[src/rtl/sinc_decim_pkg.sv]
package sinc_decim_pkg;
    localparam int DEF_OUT_W = 8;

    typedef enum logic {
        WIN_FIRST  = 1'b0,
        WIN_STEADY = 1'b1
    } win_state_e;
endpackage

[src/rtl/window_timer.sv]
module window_timer
    import sinc_decim_pkg::*;
#(
    parameter int OUT_W = DEF_OUT_W
) (
    input  logic clk_i,
    input  logic start_i,
    output logic dump_o
);
    typedef struct packed {
        logic [OUT_W-1:0] phase;
        win_state_e       state;
    } timer_t;

    timer_t cur_q, nxt_d;

    always_comb begin
        nxt_d = cur_q;
        if (start_i) begin
            nxt_d.phase = '0;
            nxt_d.state = WIN_FIRST;
        end else begin
            nxt_d.phase = cur_q.phase + 1'b1;
            if (&cur_q.phase) begin
                nxt_d.state = WIN_STEADY;
            end
        end
    end

    always_ff @(posedge clk_i) begin
        cur_q <= nxt_d;
    end

    assign dump_o = (cur_q.phase == '0) && (cur_q.state == WIN_STEADY) && !start_i;
endmodule

[src/rtl/ones_counter.sv]
module ones_counter
    import sinc_decim_pkg::*;
#(
    parameter int OUT_W = DEF_OUT_W
) (
    input  logic             clk_i,
    input  logic             start_i,
    input  logic             dump_i,
    input  logic             bit_i,
    output logic [OUT_W-1:0] tally_o
);
    typedef struct packed {
        logic [OUT_W-1:0] tally;
    } cnt_t;

    cnt_t cur_q, nxt_d;

    always_comb begin
        nxt_d = cur_q;
        if (start_i) begin
            nxt_d.tally = '0;
        end else if (dump_i) begin
            nxt_d.tally = {{(OUT_W-1){1'b0}}, bit_i};
        end else if (bit_i && !(&cur_q.tally)) begin
            nxt_d.tally = cur_q.tally + 1'b1;
        end
    end

    always_ff @(posedge clk_i) begin
        cur_q <= nxt_d;
    end

    assign tally_o = cur_q.tally;
endmodule

[src/rtl/dump_register.sv]
module dump_register
    import sinc_decim_pkg::*;
#(
    parameter int OUT_W = DEF_OUT_W
) (
    input  logic             clk_i,
    input  logic             start_i,
    input  logic             dump_i,
    input  logic [OUT_W-1:0] tally_i,
    output logic [OUT_W-1:0] result_o,
    output logic             valid_o
);
    typedef struct packed {
        logic [OUT_W-1:0] word;
        logic             fresh;
    } hold_t;

    hold_t cur_q, nxt_d;

    always_comb begin
        nxt_d       = cur_q;
        nxt_d.fresh = 1'b0;
        if (start_i) begin
            nxt_d.word = '0;
        end else if (dump_i) begin
            nxt_d.word  = tally_i;
            nxt_d.fresh = 1'b1;
        end
    end

    always_ff @(posedge clk_i) begin
        cur_q <= nxt_d;
    end

    assign result_o = cur_q.word;
    assign valid_o  = cur_q.fresh;
endmodule

[src/rtl/sinc_window_decimator.sv]
module sinc_window_decimator
    import sinc_decim_pkg::*;
#(
    parameter int OUT_W = DEF_OUT_W
) (
    input  logic             clk_i,
    input  logic             start_i,
    input  logic             bit_i,
    output logic [OUT_W-1:0] result_o,
    output logic             valid_o
);
    logic             dump;
    logic [OUT_W-1:0] tally;

    window_timer #(.OUT_W(OUT_W)) u_timer (
        .clk_i   (clk_i),
        .start_i (start_i),
        .dump_o  (dump)
    );

    ones_counter #(.OUT_W(OUT_W)) u_count (
        .clk_i   (clk_i),
        .start_i (start_i),
        .dump_i  (dump),
        .bit_i   (bit_i),
        .tally_o (tally)
    );

    dump_register #(.OUT_W(OUT_W)) u_hold (
        .clk_i    (clk_i),
        .start_i  (start_i),
        .dump_i   (dump),
        .tally_i  (tally),
        .result_o (result_o),
        .valid_o  (valid_o)
    );
endmodule

[config.mk]
export PLATFORM = sky130hd
export DESIGN_NAME = sinc_window_decimator
export DESIGN_NICKNAME = d
export VERILOG_FILES = /design/src/rtl/sinc_decim_pkg.sv /design/src/rtl/window_timer.sv /design/src/rtl/ones_counter.sv /design/src/rtl/dump_register.sv /design/src/rtl/sinc_window_decimator.sv
export SDC_FILE = /design/constraint.sdc
export NUM_CORES = 1
export LEC_CHECK = 0
export BUFFER_PORTS_ARGS = -buffer_cell sky130_fd_sc_hd__buf_2
export CAP_MARGIN = 20
export CORE_UTILIZATION = 55
export DETAILED_ROUTE_END_ITERATION = 6
export PLACE_DENSITY = 0.75
export SLEW_MARGIN = 30
export SYNTH_ARGS = -nofsm -noshare
export SYNTH_HDL_FRONTEND = slang
export SYNTH_HIERARCHICAL = 1
export SYNTH_SLANG_ARGS = --single-unit
[constraint.sdc]
create_clock -name clk_i -period 2.8 [get_ports clk_i]
set_input_delay 0.14 -clock clk_i [delete_from_list [all_inputs] [get_ports clk_i]]
set_output_delay 0.14 -clock clk_i [all_outputs]
set_load 0.05 [all_outputs]
* Yosys cells after proc, flatten, opt, wreduce, memory -nomap -nowiden
Index checks and enable logic that the tools add are counted.
Cells by class: $add $sub $neg 2, muxes and demuxes 3, reductions and logical operators 10
Operators with widths (count):
- adder 8 x 1 -> 8 bit, second input constant | 2
- AND reduction 8 bit | 2
- logical NOT 8 bit | 1
- logical AND 1 bit | 3
- two-way mux 1 bit | 3
- logical NOT 1 bit | 2
- nonzero test 2 bit | 1
- OR reduction 2 bit | 1
Word-level totals: flip-flop bits (word level) 26, bits of input ports 3, output and inout port bits 9, logic and storage cells 21

* Logic depth before layout (Yosys ltp)
depth in word-level cells 5, gate-level depth with buffers 7, mapped depth without buffers 7

* Hierarchy
The synthesis kept the hierarchy.
By module, submodules not included:
- ones_counter | instances 1, cells an instance 50, area an instance 430.4 µm², sequential area each 160.2 µm²
- window_timer | instances 1, cells an instance 44, area an instance 414.1 µm², sequential area each 180.2 µm²
- dump_register | instances 1, cells an instance 28, area an instance 312.8 µm², sequential area each 180.2 µm²

* Worst setup path after synthesis
No wires, ideal clock.
path kind register to register, start register u_timer/cur_q[1] in the netlist's numbering, end register u_count.cur_q, in the netlist u_count/tally_o[6], library setup time 0.101 ns, arrival 1.546 ns, data required time 2.699 ns, slack 1.153 ns, cell stages (with the launch flop) 7, buffers on the path 0, clock period less this slack 1.647 ns, path through dfxtp_1 -> inv_1 -> ha_1 -> nor4b_1 -> and4_1 -> or2_1 -> o41ai_1
Between the ends: word-level cells in the longest chain between the ends 4
Ends and longest elaborated chain:
- start, declared | RTL line window_timer.sv:15 | timer_t cur_q, nxt_d;
- start signal, assigned | RTL line window_timer.sv:31 | cur_q <= nxt_d;
- logical NOT 8 bit | RTL line window_timer.sv:34 | assign dump_o = (cur_q.phase == '0) && (cur_q.state == WIN_STEADY) && !start_i;
- logical AND 1 bit (2 in a row) | RTL line window_timer.sv:34
- net dump | RTL line sinc_window_decimator.sv:12 | logic dump;
- OR reduction 2 bit (no source line)
- end signal, assigned | RTL line ones_counter.sv:30 | cur_q <= nxt_d;
- end, declared | RTL line ones_counter.sv:16 | cnt_t cur_q, nxt_d;
The timed path passes the listed nets, and every way through them passes these cells. A chain may end at the register's enable or synchronous reset.

* Worst setup path in the final report
Ends and elaborated chain as after synthesis.

==> impl_results.md <==
* Hold depth at 3
* Ports at 12
* Total negative slack at 0 ns
* Cts repair resizes at 0
* Final #Nets at around 140
* DR vias at 894
* Gate Count Post-Synth at 122
* Setup skew after layout at 0.00160 ns
* RR Startpoint: u_timer/cur_q[1]
* Synth Net Count at 128
* Post-route DRC at 0
* Min Tclk post-route at 2.00 ns
* Final worst-path cycle share at 71.5%
* CTS tree: built
* Register area share after synthesis at approximately 45%
* Placed Area at roughly 1200 um2
* Yosys warns at 6
* Pwr Density at 480 nW/um2
* WL final at 2050 um
* RSZ-0062 raised after global routing: no
* CTS sink cnt at 26
* CP endpoint kind: register
* CTS Buf Count at 3
* Die area at 2290 um2
* Status: finished clean
* Asr flop ratio synth at 0%
* Fmax at 499 MHz
* Drt first pass iters at 4
* Critical path type: reg2reg
* ANT nets after route at 0
* Synthesized area at approximately 1200 um2
* Layout cell share with drive strength beyond 1 at 17.4%
* VDD IR max at between 300 and 400 uV
* Yosys reg bits at 26
* Reg2Reg Capture Point: u_count/tally_o[6]
* Die Span Y at 47.9 um
* Hold path endpoint: u_count/tally_o[6]
* ANT cells at 0
* CP Max Fanout at 14
* GP Congestion at 0.798
* Critical Path Start Type: register
* Post-CTS Hold Fix Bufs at 0
* DIE WIDTH at 47.9 um
* Site Rows at 16
* Worst reg-to-reg path cell count at 6
* H-tree depth at 1
* Post-synth top area share at 45.0%
* Global-route wire length before repair at slightly above 3000 um
* Arr. time, crit path at between 2 and 2.5 ns
* Dominant cell type by area after synthesis: dfxtp_1
* Vias in the first global route at 780
* EDFF count, synth at 0
* Vias/cell at 5.62
* Port-buffer cells at 11
* Worst-skew pair later-pin latency at roughly 0.32 ns
* Synthesized area per cell at 9.49 um2
* Starting Density at about three fifths
* Hold_ws at 0.204 ns
* Clock buffer depth at 2
* Clock transition at the registers of the reported paths at 0.14 ns
* P_leak at ~0.47 nW
* Dominant cells by area after synthesis: dfxtp_1, mux2i_1, nor2_1, ha_1, a211oi_1
* FILL cells at about 190
* CTS root buffer: clkbuf_4
* Worst min path class: in2reg
* Postcts setup bufs at 0
* Design area at 1250 um2
* Largest net degree at the start of global routing at 25
* Min-delay src: bit_i
* Setup slack, reg-to-reg at roughly 0.80 ns
* Global-route usage over all layers at 19.7%
* Initial antenna violation count at 0
* HPWL Detailed at between 1000 and 1500 um
* Top_reg_cell synth: dfxtp_1
* MaxCap Viol Count at 0
* Worst-Margin Slew at approximately 0.59 ns
* CP Data Required Time at 3.03 ns
* Max_slew headroom at 60.5%
* Count of final setup violators at 0
* Core Area at 1960 um2
* Total gr overflow at 0
* Pins over their slew limit at 0
* Area Overhead vs Synth at 8.11%
* Initial DRC Count at 12
* Final hold viol count at 0
* Netlist cell types at 37
* Wire length per cell at 12.9 um
per-stage QoR:
step,utilization [%],instances,setup WS [ns],total power [mW]
after detailed placement,61.9,155,0.823,0.420
after global placement,61.9,155,0.879,0.419
final,63.8,159,0.797,0.601
after global routing,63.8,159,0.681,0.623
after floorplan,-,122,1.15,0.413
after CTS,63.8,159,0.793,0.603
metal layers:
layer | part of all wire [%] | GRT usage [%]
met2 | 50 | 37.3
met5 | 0 | 0
met1 | 46 | 19.9
met3 | 2.0 | 3.40
met4 | 1.9 | 11.7
sequential cells by signal (all words and copies together), names as in the netlist:
name,cells
u_timer/cur_q,9
u_count/tally_o,8
u_hold/result_o,8
u_hold/valid_o,1
final cells by class:
cell class | count | area, um2 | share of cell area (%)
timing repair buffer | 11 | 55.1 | 4.40
tap | 27 | 33.8 | 2.70
clock buffer | 4 | 36.3 | 2.90
sequential | 26 | 520 | 41.6
inverter | 4 | 15.0 | 1.20
multi-input combinational | 87 | 591 | 47.2
worst max path at each step:
stage	from	depth (start not counted)	to	slack (ns)
3_3_place_gp	u_timer/cur_q[1]	6	u_count/tally_o[6]	0.88
4_1_cts	u_timer/cur_q[1]	6	u_count/tally_o[6]	0.79
5_1_grt	u_timer/cur_q[1]	7	u_count/tally_o[6]	0.68
3_5_place_dp	u_timer/cur_q[1]	6	u_count/tally_o[6]	0.82
2_1_floorplan	u_timer/cur_q[1]	6	u_count/tally_o[6]	1.15
6_report	u_timer/cur_q[1]	6	u_count/tally_o[6]	0.80
cell usage in the layout, fill, tap and decap left out, types with 2 or more instances in the layout:
cell type  instances
buf_2             11
nor3_1             2
nor2_1            19
mux2i_1           10
and4_1             2
nor2b_1            4
ha_1               3
a21oi_1            5
dfxtp_1           26
clkbuf_4           3
inv_1              3
nand2_1            7
xnor2_1            2
nand3_1            4
or3_1              2
nand3_2            2
o41ai_1            2
a31oi_1            3
a211oi_1           4
cells in the mapped netlist, drive strengths merged, types with 2 or more instances:
| master | count |
|---|---|
| ha | 3 |
| mux2i | 10 |
| inv | 4 |
| a21oi | 5 |
| nand3 | 6 |
| a31oi | 3 |
| or3 | 2 |
| nor2b | 4 |
| nand4 | 2 |
| and4 | 3 |
| mux2 | 2 |
| and3 | 2 |
| nand2 | 7 |
| buf | 4 |
| nor2 | 19 |
| a211oi | 4 |
| o41ai | 2 |
| xnor2 | 2 |
| nor3 | 2 |
| dfxtp | 26 |
report_power, final:
group | switching [mW] | internal (mW) | total (mW)
logic | 0.0161 | 0.0120 | 0.0281
registers | 0.00836 | 0.376 | 0.384
clock network | 0.108 | 0.0795 | 0.188
total | 0.133 | 0.468 | 0.601
critical path, stage by stage (launching register included):
cell and delay [ns]:
dfxtp_1 0.44, inv_1 0.07, ha_1 0.19, nor4b_1 0.13, and4_1 0.39, or2_1 0.37, o41ai_1 0.33
logic make-up (layout without fill, tap and decap cells):
family / Yosys count / in the layout / synth area share [%]
xor+xnor: 3 / 3 / 2.27
compound gates: 17 / 17 / 9.95
flops: 26 / 26 / 45.0
fa+ha+maj: 3 / 3 / 3.24
simple gates: 52 / 52 / 24.7
mux: 12 / 12 / 10.9
buf+inv: 9 / 19 / 4.00
Note: power is estimated with default switching activity, not from simulation.
